`src/rtl/hyp_irq_pkg.sv`:
```
package hyp_irq_pkg;

    localparam int unsigned CFG_W      = 64;
    localparam int unsigned N_CLASS    = 3;
    localparam int unsigned EL_W       = 2;

    // Bit positions software decodes
    localparam int unsigned POS_AUTH_INSTR = 41;
    localparam int unsigned POS_AUTH_KEY   = 40;
    localparam int unsigned POS_SYNC_ABT   = 37;
    localparam int unsigned POS_HOST_MODE  = 34;
    localparam int unsigned POS_GEN_TRAP   = 27;
    localparam int unsigned POS_RT_SERR    = 5;
    localparam int unsigned POS_RT_IRQ     = 4;
    localparam int unsigned POS_RT_FIQ     = 3;

    typedef enum int unsigned {
        CLS_IRQ  = 0,
        CLS_FIQ  = 1,
        CLS_SERR = 2
    } irq_class_e;

    localparam logic [EL_W-1:0] EL_MONITOR = 2'd3;

    typedef struct packed {
        logic               auth_instr;
        logic               auth_key;
        logic               sync_abt;
        logic               host_mode;
        logic               gen_trap;
        logic [N_CLASS-1:0] route;   // [0]=IRQ [1]=FIQ [2]=SError
    } cfg_t;

    localparam cfg_t CFG_RESET = '0;

    function automatic logic [CFG_W-1:0] impl_mask();
        logic [CFG_W-1:0] m;
        m = '0;
        m[POS_AUTH_INSTR] = 1'b1;
        m[POS_AUTH_KEY]   = 1'b1;
        m[POS_SYNC_ABT]   = 1'b1;
        m[POS_HOST_MODE]  = 1'b1;
        m[POS_GEN_TRAP]   = 1'b1;
        m[POS_RT_SERR]    = 1'b1;
        m[POS_RT_IRQ]     = 1'b1;
        m[POS_RT_FIQ]     = 1'b1;
        return m;
    endfunction

endpackage

```
`src/rtl/hyp_cfg_store.sv`:
```
module hyp_cfg_store
    import hyp_irq_pkg::*;
(
    input  logic             clk,
    input  logic             rst_n,
    input  logic             we,
    input  logic [CFG_W-1:0] wdata,
    output logic [CFG_W-1:0] rdata,
    output cfg_t             cfg
);

    localparam logic [CFG_W-1:0] MASK = impl_mask();

    cfg_t cfg_d, cfg_q;

    always_comb begin
        cfg_d = cfg_q;
        if (we) begin
            cfg_d.auth_instr          = wdata[POS_AUTH_INSTR];
            cfg_d.auth_key            = wdata[POS_AUTH_KEY];
            cfg_d.sync_abt            = wdata[POS_SYNC_ABT];
            cfg_d.host_mode           = wdata[POS_HOST_MODE];
            cfg_d.gen_trap            = wdata[POS_GEN_TRAP];
            cfg_d.route[CLS_IRQ]      = wdata[POS_RT_IRQ];
            cfg_d.route[CLS_FIQ]      = wdata[POS_RT_FIQ];
            cfg_d.route[CLS_SERR]     = wdata[POS_RT_SERR];
        end
    end

    always_ff @(posedge clk or negedge rst_n) begin
        if (!rst_n) cfg_q <= CFG_RESET;
        else        cfg_q <= cfg_d;
    end

    always_comb begin
        rdata                 = '0;
        rdata[POS_AUTH_INSTR] = cfg_q.auth_instr;
        rdata[POS_AUTH_KEY]   = cfg_q.auth_key;
        rdata[POS_SYNC_ABT]   = cfg_q.sync_abt;
        rdata[POS_HOST_MODE]  = cfg_q.host_mode;
        rdata[POS_GEN_TRAP]   = cfg_q.gen_trap;
        rdata[POS_RT_IRQ]     = cfg_q.route[CLS_IRQ];
        rdata[POS_RT_FIQ]     = cfg_q.route[CLS_FIQ];
        rdata[POS_RT_SERR]    = cfg_q.route[CLS_SERR];
    end

    assign cfg = cfg_q;

    AST_WRITE_LANDS: assert property (@(posedge clk) disable iff (!rst_n)
        we |=> (rdata == ($past(wdata) & MASK)));
    AST_UNIMPL_ZERO: assert property (@(posedge clk) disable iff (!rst_n)
        (rdata & ~MASK) == '0);
    AST_HOLD_NO_WRITE: assert property (@(posedge clk) disable iff (!rst_n)
        !we |=> $stable(rdata));

endmodule

```
`src/rtl/hyp_eff_eval.sv`:
```
module hyp_eff_eval
    import hyp_irq_pkg::*;
(
    input  logic               clk,
    input  logic               rst_n,
    input  cfg_t               cfg,
    input  logic               el2_enable,
    input  logic               host_ext_present,
    output logic [N_CLASS-1:0] eff_route,
    output logic               trap_active,
    output logic               eret_illegal
);

    logic host_override;

    always_comb begin
        trap_active   = el2_enable & cfg.gen_trap;
        host_override = cfg.host_mode & host_ext_present;
        if (trap_active) eff_route = host_override ? '0 : '1;
        else             eff_route = cfg.route;
        eret_illegal  = trap_active;
    end

    AST_NO_TRAP_PASS: assert property (@(posedge clk) disable iff (!rst_n)
        !el2_enable |-> (eff_route == cfg.route));
    AST_HOST_CLEARS: assert property (@(posedge clk) disable iff (!rst_n)
        (el2_enable && cfg.gen_trap && cfg.host_mode && host_ext_present)
        |-> (eff_route == '0));

endmodule

```
`src/rtl/hyp_class_route.sv`:
```
module hyp_class_route
    import hyp_irq_pkg::*;
#(
    parameter bit TRAP_FORCES = 1'b1
) (
    input  logic            clk,
    input  logic            rst_n,
    input  logic [EL_W-1:0] cur_el,
    input  logic            el2_enable,
    input  logic            trap_active,
    input  logic            stored_route,
    input  logic            eff_route,
    input  logic            el3_claim,
    output logic            phys_to_el2,
    output logic            virt_enable
);

    logic want;

    always_comb begin
        want        = eff_route | (TRAP_FORCES & trap_active);
        phys_to_el2 = el2_enable & want & ~el3_claim & (cur_el != EL_MONITOR);
        virt_enable = el2_enable & ~trap_active & stored_route;
    end

    AST_CLAIM_BLOCKS: assert property (@(posedge clk) disable iff (!rst_n)
        el3_claim |-> !phys_to_el2);
    AST_VIRT_OFF_TRAP: assert property (@(posedge clk) disable iff (!rst_n)
        trap_active |-> !virt_enable);
    AST_MONITOR_KEEPS: assert property (@(posedge clk) disable iff (!rst_n)
        (cur_el == EL_MONITOR) |-> !phys_to_el2);

endmodule

```
`src/rtl/hyp_irq_router.sv`:
```
module hyp_irq_router
    import hyp_irq_pkg::*;
(
    input  logic             clk,
    input  logic             rst_n,
    input  logic             cfg_we,
    input  logic [63:0]      cfg_wdata,
    output logic [63:0]      cfg_rdata,
    input  logic [1:0]       cur_el,
    input  logic             el2_enable,
    input  logic [2:0]       el3_claim,
    input  logic             host_ext_present,
    output logic [2:0]       phys_to_el2,
    output logic [2:0]       virt_enable,
    output logic [2:0]       eff_route,
    output logic             eret_el1_illegal
);

    cfg_t cfg;
    logic trap_active;

    hyp_cfg_store i_store (
        .clk   (clk),
        .rst_n (rst_n),
        .we    (cfg_we),
        .wdata (cfg_wdata),
        .rdata (cfg_rdata),
        .cfg   (cfg)
    );

    hyp_eff_eval i_eval (
        .clk              (clk),
        .rst_n            (rst_n),
        .cfg              (cfg),
        .el2_enable       (el2_enable),
        .host_ext_present (host_ext_present),
        .eff_route        (eff_route),
        .trap_active      (trap_active),
        .eret_illegal     (eret_el1_illegal)
    );

    for (genvar c = 0; c < N_CLASS; c++) begin : g_class
        hyp_class_route #(
            .TRAP_FORCES (c != CLS_SERR)
        ) i_route (
            .clk          (clk),
            .rst_n        (rst_n),
            .cur_el       (cur_el),
            .el2_enable   (el2_enable),
            .trap_active  (trap_active),
            .stored_route (cfg.route[c]),
            .eff_route    (eff_route[c]),
            .el3_claim    (el3_claim[c]),
            .phys_to_el2  (phys_to_el2[c]),
            .virt_enable  (virt_enable[c])
        );
    end

    AST_ERET_FLAG: assert property (@(posedge clk) disable iff (!rst_n)
        eret_el1_illegal == (el2_enable && cfg_rdata[POS_GEN_TRAP]));
    AST_DISABLED_QUIET: assert property (@(posedge clk) disable iff (!rst_n)
        !el2_enable |-> (phys_to_el2 == '0 && virt_enable == '0));
    AST_TRAP_FORCES: assert property (@(posedge clk) disable iff (!rst_n)
        (el2_enable && cfg_rdata[POS_GEN_TRAP] && cur_el != 2'd3)
        |-> (phys_to_el2[1:0] == ~el3_claim[1:0]));

endmodule

```
`config.mk`:
```
export PLATFORM = sky130hd
export DESIGN_NAME = hyp_irq_router
export DESIGN_NICKNAME = d
export VERILOG_FILES = /design/src/rtl/hyp_irq_pkg.sv /design/src/rtl/hyp_cfg_store.sv /design/src/rtl/hyp_eff_eval.sv /design/src/rtl/hyp_class_route.sv /design/src/rtl/hyp_irq_router.sv
export SDC_FILE = /design/constraint.sdc
export NUM_CORES = 1
export LEC_CHECK = 0
export BUFFER_PORTS_ARGS = -buffer_cell sky130_fd_sc_hd__buf_2
export CAP_MARGIN = 10
export CORE_ASPECT_RATIO = 0.6
export CORE_MARGIN = 1.5
export CORE_UTILIZATION = 31
export DETAILED_ROUTE_END_ITERATION = 10
export PLACE_DENSITY = 0.95
export SKIP_CTS_REPAIR_TIMING = 1
export SLEW_MARGIN = 20
export SYNTH_ARGS = -nofsm -noshare
export SYNTH_HDL_FRONTEND = slang
export SYNTH_SLANG_ARGS = --single-unit
```
`constraint.sdc`:
```
create_clock -name clk -period 2.5 [get_ports clk]
set_input_delay 0.5 -clock clk [delete_from_list [all_inputs] [get_ports clk]]
set_output_delay 0.5 -clock clk [all_outputs]
set_load 0.01 [all_outputs]
```
======== Word level (Yosys, flattened, before mapping) ========
Index checks and enable logic that the tools add are counted.
operators by class
  muxes and demuxes ....................... 2
  eq/ne operators ......................... 1
  bitwise logic cells ..................... 21
operator list
  cell                                           number
  1-bit bitwise AND                              15
  3-bit 2-to-1 mux                               2
  1-bit NOT                                      4
  2-bit inequality test (second input constant)  1
  1-bit OR                                       2
word-level totals
  register bits after elaboration ......... 8
  logic and storage cells ................. 30
  input port bits ......................... 74

======== Logic depth before layout (Yosys ltp) ========
Gate-level depths: netlist of run 1.
  word-level depth ........................ 7
  mapped depth ............................ 4
  mapped depth without buffers ............ 2

======== Hierarchy ========
A second synthesis of run 1 with hierarchy kept.
unflattened totals
  cells, all modules ...................... 105
  area, all modules ....................... 952.2 µm²
modules (own cells, without submodules)
  module                                     seq. area each (µm²)  area each (µm²)  times used  cells an instance
  hyp_cfg_store                              200.2                 815.8            1           82
  hyp_class_route at g_class[0].i_route ...  0.0                   30.0             2           5
  hyp_eff_eval                               0.0                   52.6             1           9
  hyp_class_route at g_class[2].i_route      0.0                   23.8             1           4

======== Least setup slack after synthesis of run 1 ========
No wires, ideal clock.
  kind .................................... register to output
  start ................................... register i_store.cfg_q, in the netlist i_store.cfg[3]
  end ..................................... output phys_to_el2[2]
  arrival time ............................ 1.117 ns
  path slack .............................. 0.883 ns
  data required time ...................... 2.000 ns
  path buffers ............................ 2
  stages on the path, launching flop included .. 5
  cells stage by stage .................... dfrtp_1 -> clkbuf_2 -> and4_1 -> nor4_2 -> buf_4
between the ends
  word-level cells in the longest chain between the ends .. 5
RTL lines
  what                             RTL line               RTL
  start, declared                  hyp_cfg_store.sv:14    cfg_t cfg_d, cfg_q;
  start signal, assigned           hyp_cfg_store.sv:32    else cfg_q <= cfg_d;
  1-bit bitwise AND                hyp_eff_eval.sv:17     trap_active = el2_enable & cfg.gen_trap;
  3-bit 2-to-1 mux                 hyp_eff_eval.sv:19     if (trap_active) eff_route = host_override ? '0 : '1;
  1-bit bitwise AND (3 in series)  hyp_class_route.sv:22  phys_to_el2 = el2_enable & want & ~el3_claim & (cur_el != EL_MONITOR);
  end, declared                    hyp_irq_router.sv:13   output logic [2:0] phys_to_el2,
Every way passes these cells.

======== Worst setup path after layout of run 1 ========
Same ends and word-level chain as after synthesis.

==> results.toml, run 1 <==
[yosys]
synth_area_per_cell_sq_um = 8.77
yosys_warnings = 0
syn_inst = 105
synth_cell_types = 14
mappedNetlistArea_sq_um = 921
synth-seq-cells = 8
ys_seq_area_share_pct = 21.7

[die]
initial_core_util_pct = 32.3
die_x_um = 73.4
die-area_sq_um = 3320
dieHeight_um = 45.2
num_rows = 15
pin_count = 148
core_area_sq_um = 2850

[setup_path]
path_cells = "and4_1, nor4_2, buf_2"
critPathArrivalTime_ps = 1340
critical_path_class = "reg -> out"
cp_max_fo = 10
cp-start-kind = "register"
required_ps = 2000
slowest_delay_ps = 470
cp_slowest_cell = "dfrtp_1"
end_kind = "output pin"

[pwr]
finalPower_mw = 0.431
powerDensity_nw_per_um2 = 492
ir_worst_vdd_mv = 0.356
p_leak_nw = 0.515

[sta]
fin_skew_ps = 0
finalSetupViolations = 0
hold_viol_final = 0
fmax_mhz = 544
rsz0062_at_grt = "no"
fin_crit_ps = 1840
fin_crit_sh_pct = 73.5
setup_tns_ps = 0
finalMaxSlewViolations = 0

[finish]
fill_cells = 324
antenna_cells = 0
final_common_cell = "conb_1"
most-common-layout-cells = "conb_1 (56), buf_2 (35), mux2_2 (8), dfrtp_1 (8), nor2_1 (5)"
areaGrowthSynthToFinish_pct = -4.89
fin_nets = 204
layout-drive-gt1-share_pct = 36.7
largest_reg_flops = 8

[outcome]
status = "completed"

[global_route]
grt_pass1_wl_mm = 1.75
grt_pass1_vias = 378
grt_max_degree = 11
grtUsageTotal_pct = 7.29
grt_antenna_before_repair = 0
grt_overflow = 0

[route]
dr.pass1.iters = 3
initialDrtViolationCount = 9
wl_mm = 1.30
dr_total_vias = 530
viasPerCell = 3.12
drc_errors = 0
routedWlPerCell_um = 7.65
ant_nets = 0

[min_path]
hold_path.class = "in -> async"

[clock_tree]
cts_tree = "yes"
cts_buffers = 3
clock_latency_ps = 220
clock-root-buffer = "clkbuf_8"
cts_sinks = 8
h-tree-depth = 1
cts_buffer_depth = 2
clk_pin_slew_worst_paths_ps = 40

[place]
gp_congestion = 0.638
dp_hpwl_mm = 1.16
port_buffers = 35

[job]
drv_cap = 0
-- cell usage after synthesis (all sizes together) --
library cell,instances,area (sq um)
a21bo,1,10.0
a21oi,3,15.0
and2,4,25.0
and4,1,8.76
buf,69,515
clkbuf,1,5.00
conb,1,3.75
dfrtp,8,200
mux2,8,90.1
nor2,5,18.8
nor2b,1,6.26
nor3,2,10.0
nor4,1,12.5
-- power breakdown --
part | internal [mW] | leakage [nW] | switching, mW
logic | 0.0463 | 0.400 | 0.0805
clock network | 0.104 | 0.0216 | 0.0430
registers | 0.143 | 0.0935 | 0.0144
-- through the flow --
stage,hold WS [ps],instances,instance area [sq um],util [%],setup slack [ps]
2_1_floorplan,204,160,1130,-,883
3_3_place_gp,349,167,835,29.3,730
3_5_place_dp,354,167,835,29.3,721
4_1_cts,116,170,876,30.7,664
5_1_grt,127,170,876,30.7,569
6_report,113,170,876,30.7,663
-- worst paths after layout --
kind,start,end,cells after the start,slack [ps]
max in group asynchronous,rst_n,i_store.cfg[1]$_DFFE_PN0P_,1,2220
min,rst_n,i_store.cfg[4]$_DFFE_PN0P_,1,110
min in group clk,i_store.cfg[5]$_DFFE_PN0P_,i_store.cfg[5]$_DFFE_PN0P_,1,500
min reg2reg,i_store.cfg[5]$_DFFE_PN0P_,i_store.cfg[5]$_DFFE_PN0P_,1,500
max reg2reg,i_store.cfg[3]$_DFFE_PN0P_,i_store.cfg[3]$_DFFE_PN0P_,1,1610
max,i_store.cfg[3]$_DFFE_PN0P_,phys_to_el2[2],3,660
-- logic make-up after synthesis --
logic type / count (synthesis) / share of synthesized area [%]
AO/OA/AOI/OAI: 4 / 2.72
other: 1 / 0.407
multiplexers: 8 / 9.78
AND/OR/NAND/NOR: 14 / 8.83
flip-flops: 8 / 21.7
buffers and inverters: 70 / 56.5
-- layout make-up --
| type | count | area, sq um | share of cell area (%) |
|---|---|---|---|
| clock buffer | 3 | 41.3 | 4.71 |
| sequential | 8 | 200 | 22.9 |
| multi-input combinational | 82 | 407 | 46.4 |
| tap | 42 | 52.6 | 6.00 |
| timing repair buffer | 35 | 175 | 20.0 |
-- worst max-delay path: cells and delay by family (launching register included) --
family / cells / cell delay (ps)
buffers and inverters: 1 / 170
AND/OR/NAND/NOR: 2 / 470
flip-flops: 1 / 470
-- layer usage --
metal | share of wire [%] | global-route usage (%) | up-vias
li1 | - | - | 254
met1 | 41 | 8.51 | 246
met2 | 51 | 12.5 | 30
met3 | 7.5 | 3.57 | 0
met4 | 0 | 1.11 | 0
met5 | 0 | 0 | -
Note: power is estimated with default switching activity, not from simulation.
==> run 2, diff against run 1 <==
--- a/config.mk
+++ b/config.mk
@@ -9,9 +9,9 @@
 export CAP_MARGIN = 10
 export CORE_ASPECT_RATIO = 0.6
 export CORE_MARGIN = 1.5
-export CORE_UTILIZATION = 31
+export CORE_UTILIZATION = 26
 export DETAILED_ROUTE_END_ITERATION = 10
-export PLACE_DENSITY = 0.95
+export PLACE_DENSITY = 0.86
 export SKIP_CTS_REPAIR_TIMING = 1
 export SLEW_MARGIN = 20
 export SYNTH_ARGS = -nofsm -noshare
==> constraint.sdc (replaced) <==
create_clock -name clk -period 1.6 [get_ports clk]
set_input_delay 0.32 -clock clk [delete_from_list [all_inputs] [get_ports clk]]
set_output_delay 0.32 -clock clk [all_outputs]
set_load 0.01 [all_outputs]
==> run 2 against run 1 <==
Flip-flop and latch count unchanged. Power up 60%. Global-route usage down 0.53 points. Critical endpoint is now virt_enable[2]. Highest routed layer unchanged. Via count up 2.5%. Cell count up 3.5%. Setup slack worse by 580 ps.
==> results.toml, run 2 (synthesis gave the netlist of run 1 again) <==
[outcome]
status = "completed"

[pwr]
p_leak_nw = 0.531
powerDensity_nw_per_um2 = 754
ir_worst_vdd_mv = 0.442

[clock_tree]
cts_buffer_depth = 2
cts_buffers = 3
cts_tree = "yes"
clock_latency_ps = 220
h-tree-depth = 1
cts_sinks = 8
clock-root-buffer = "clkbuf_8"
clk_pin_slew_worst_paths_ps = 40

[global_route]
grt_pass1_vias = 440
grtUsageTotal_pct = 6.76
grt_overflow = 0
grt_antenna_before_repair = 0
grt_max_degree = 9
grt_pass1_wl_mm = 2.02

[setup_path]
r2r_slack_ps = 780
end_kind = "output pin"
cp-start-kind = "register"
critPathArrivalTime_ps = 1190
critical_path_class = "reg -> out"
cp_max_fo = 7
required_ps = 1280

[min_path]
hold_path.class = "in -> reg"

[sta]
rsz0062_at_grt = "no"
hold_viol_final = 0
fin_skew_ps = 0
finalMaxSlewViolations = 0
fin_crit_sh_pct = 94.6
finalSetupViolations = 0
fmax_mhz = 661
fin_crit_ps = 1510

[die]
initial_core_util_pct = 27.7
num_rows = 16
dieHeight_um = 49.1
die-area_sq_um = 3920
pin_count = 148
core_area_sq_um = 3320
die_x_um = 79.8

[job]
drv_cap = 0

[route]
dr_total_vias = 543
dr.pass1.iters = 2
wl_met2_um = 751
drc_errors = 0
wl_mm = 1.42
routedWlPerCell_um = 8.08
ant_nets = 0
top_layer_used = "met3"
initialDrtViolationCount = 5
viasPerCell = 3.09
met3_length_um = 122
wl_met1_um = 548

[finish]
final_common_cell = "conb_1"
fin_nets = 207
areaGrowthSynthToFinish_pct = -0.815
antenna_cells = 0
largest_reg_flops = 8
most-common-layout-cells = "conb_1 (56), buf_2 (35), mux2_2 (8), dfrtp_1 (8), nor2_1 (5)"
fin_util_pct = 27.5
fin_area_sq_um = 913
layout-drive-gt1-share_pct = 39.7

[place]
port_buffers = 35
placed_area_sq_um = 846
dp_hpwl_mm = 1.25
gp_congestion = 0.634
-- run 2: worst paths after layout --
path | startpoint | endpoint | cells after the start
max | i_store.cfg[3]$_DFFE_PN0P_ | virt_enable[2] | 4
max reg2reg | i_store.cfg[0]$_DFFE_PN0P_ | i_store.cfg[0]$_DFFE_PN0P_ | 1
min | cfg_wdata[3] | i_store.cfg[1]$_DFFE_PN0P_ | 2
min reg2reg | i_store.cfg[6]$_DFFE_PN0P_ | i_store.cfg[6]$_DFFE_PN0P_ | 1
min in group asynchronous | rst_n | i_store.cfg[6]$_DFFE_PN0P_ | 2
max in group asynchronous | rst_n | i_store.cfg[1]$_DFFE_PN0P_ | 2
-- run 2: power breakdown --
part | internal (mW) | leakage [nW] | switching, mW | total (mW)
logic | 0.0821 | 0.416 | 0.134 | 0.216
registers | 0.224 | 0.0935 | 0.0186 | 0.242
clock network | 0.162 | 0.0216 | 0.0681 | 0.230
-- run 2: routing by layer --
layer | GRT usage [%] | vias up
met2 | 12.3 | 31
met5 | 0 | -
met3 | 2.62 | 0
li1 | - | 258
met4 | 0 | 0
met1 | 8.04 | 254
-- run 2: worst max-delay path: stages (launching register included) --
cell	delay [ps]
dfrtp_1	390
buf_4	170
nor2b_2	150
and2_1	130
buf_2	120
-- run 2: area by class of cell --
cell class / count / area, sq um
timing repair buffer: 38 / 200
tap: 45 / 56.3
sequential: 8 / 200
clock buffer: 3 / 41.3
multi-input combinational: 82 / 415
fill: 380 / 2410
-- run 2: stage by stage --
stage / std cells / TNS, ps / power (mW) / hold slack [ps] / setup slack [ps]
floorplan: 160 / 0 / 0.511 / 24.4 / 163
global placement: 171 / 0 / 0.449 / 172 / 167
detailed placement: 171 / 0 / 0.452 / 174 / 169
CTS: 174 / -34.4 / 0.691 / -65.3 / -23.5
global route: 176 / 0 / 0.737 / 331 / 3.52
finish: 176 / 0 / 0.688 / 329 / 86.1
==> run 3, diff against run 2 <==
==> constraint.sdc (replaced) <==
create_clock -name clk -period 1.6 [get_ports clk]
set_input_delay 0.32 -clock clk [delete_from_list [all_inputs] [get_ports clk]]
set_output_delay 0.32 -clock clk [all_outputs]
set_load 0.1 [all_outputs]
==> run 3 against run 2 <==
The flow now finishes with violations (setup timing). Count of clock-buffer cells in the layout grew 1. Power increased by 130%. Critical path depth fell by 1. Sequential power is 2% higher. Highest routed layer unchanged. Die area is the same. Routed wire length grew 9.3%.
==> results.toml, run 3 (synthesis gave the netlist of run 1 again) <==
[outcome]
status = "finished with violations"
failed_checks = "setup timing"

[place]
port_buffers = 35
gp_congestion = 0.662
dp_hpwl_mm = 1.37

[clock_tree]
cts_sinks = 8
clock-root-buffer = "clkbuf_8"
h-tree-depth = 1
cts_tree = "yes"
clk_pin_slew_worst_paths_ps = 40
cts_buffers = 3
cts_buffer_depth = 2
clock_latency_ps = 220

[setup_path]
cp_slowest_cell = "dfrtp_4"
cp_max_fo = 6
end_kind = "output pin"
slowest_delay_ps = 500
critPathArrivalTime_ps = 1370
timing.rr.start = "i_store.cfg[3]$_DFFE_PN0P_"
required_ps = 1280
rr_worst_depth = 2
r2r_slack_ps = 570
worstReg2RegEnd = "i_store.cfg[3]$_DFFE_PN0P_"
critical_path_class = "reg -> out"
cp-start-kind = "register"
path_cells = "and4_4, nor4_4, buf_12"

[finish]
most-common-layout-cells = "conb_1 (56), buf_2 (25), buf_12 (10)"
fin_nets = 207
fin_util_pct = 32.9
largest_reg_flops = 8
layout-drive-gt1-share_pct = 43.9
areaGrowthSynthToFinish_pct = 18.8
fill_cells = 367
antenna_cells = 0
final_common_cell = "conb_1"

[route]
met3_length_um = 142
drc_errors = 0
dr_total_vias = 565
top_layer_used = "met3"
wl_met1_um = 540
ant_nets = 0
dr.pass1.iters = 2
viasPerCell = 3.19
wl_met2_um = 872
initialDrtViolationCount = 10
wl_mm = 1.55
routedWlPerCell_um = 8.78

[min_path]
min-delay-start = "cfg_wdata[5]"
hold_path.class = "in -> reg"
holdPathEnd = "i_store.cfg[2]$_DFFE_PN0P_"
worstHoldPathCells = 2

[die]
dieHeight_um = 49.1
die-area_sq_um = 3920
initial_core_util_pct = 27.7
pin_count = 148
core_area_sq_um = 3320
num_rows = 16
die_x_um = 79.8

[sta]
fmax_mhz = 591
fin_skew_ps = 0
fin_crit_ps = 1690
hold_viol_final = 0
fin_crit_sh_pct = 106
rsz0062_at_grt = "yes"
finalSetupViolations = 7
whs_ps = 327
finalWorstSetupSlack_ps = -92.6
setup_tns_ps = -267
finalMaxSlewViolations = 0

[global_route]
grt_max_degree = 11
grt_pass1_vias = 456
grtUsageTotal_pct = 7.23
grt_overflow = 0
grt_antenna_before_repair = 0
grt_pass1_wl_mm = 2.11

[pwr]
p_leak_nw = 0.579
ir_worst_vdd_mv = 0.564
powerDensity_nw_per_um2 = 1460

[job]
drv_cap = 0
==> run 3: changes by cell type in the layout (fill, tap and decap cells not counted), moves of 2 or more <==
| cell | previous run | this run |
|---|---|---|
| nor3_1 | 2 | 0 |
| buf_2 | 35 | 25 |
| dfrtp_1 | 8 | 6 |
| nor3_2 | 0 | 2 |
| and2_1 | 4 | 0 |
| buf_12 | 0 | 10 |
| and2_4 | 0 | 3 |
==> run 3: worst max-delay path by stage <==
stage | from | end | slack (ps) | cells past startpoint
after floorplan | i_store.cfg[3]$_DFFE_PN0P_ | phys_to_el2[2] | -210 | 4
after global placement | i_store.cfg[3]$_DFFE_PN0P_ | phys_to_el2[2] | 50 | 3
after detailed placement | el2_enable | phys_to_el2[0] | -20 | 4
after CTS | i_store.cfg[3]$_DFFE_PN0P_ | phys_to_el2[2] | -190 | 3
after global routing | i_store.cfg[3]$_DFFE_PN0P_ | phys_to_el2[1] | -160 | 4
final | i_store.cfg[3]$_DFFE_PN0P_ | phys_to_el2[2] | -90 | 3
==> run 3: metrics by stage <==
step	setup WS, ps	total power [mW]	cells	cell area (sq um)
after floorplan	-206	1.36	160	1210
after global placement	50.3	1.34	171	1020
after detailed placement	-24.4	1.34	171	1020
after CTS	-187	1.60	175	1070
after global routing	-157	1.65	177	1090
final	-92.6	1.60	177	1090
==> run 3: worst max-delay path: cells and delay by family, from the launching register on <==
| kind | cells | cell delay, ps |
|---|---|---|
| DFF | 1 | 500 |
| and+or+nand+nor | 2 | 440 |
| buffers and inverters | 1 | 210 |
==> run 3: area by class of cell <==
class                   instances  area [sq um]  area share (%)
clock buffers                   4          45.0            4.12
multi-input cells              82           437            39.9
flip-flops and latches          8           205            18.8
well taps                      45          56.3            5.15
repair buffers                 38           350            32.0
==> run 3: layer usage <==
layer,track usage [%],vias up
met4,1.72,0
met3,3.18,0
met5,0,-
li1,-,266
met1,8.49,269
met2,12.1,30
==> run 3: report_power, final <==
part	switching, mW	leakage (nW)	internal, mW
combinational	0.951	0.465	0.152
clock	0.0751	0.0228	0.172
sequential	0.0204	0.0916	0.226
total	1.05	0.579	0.550
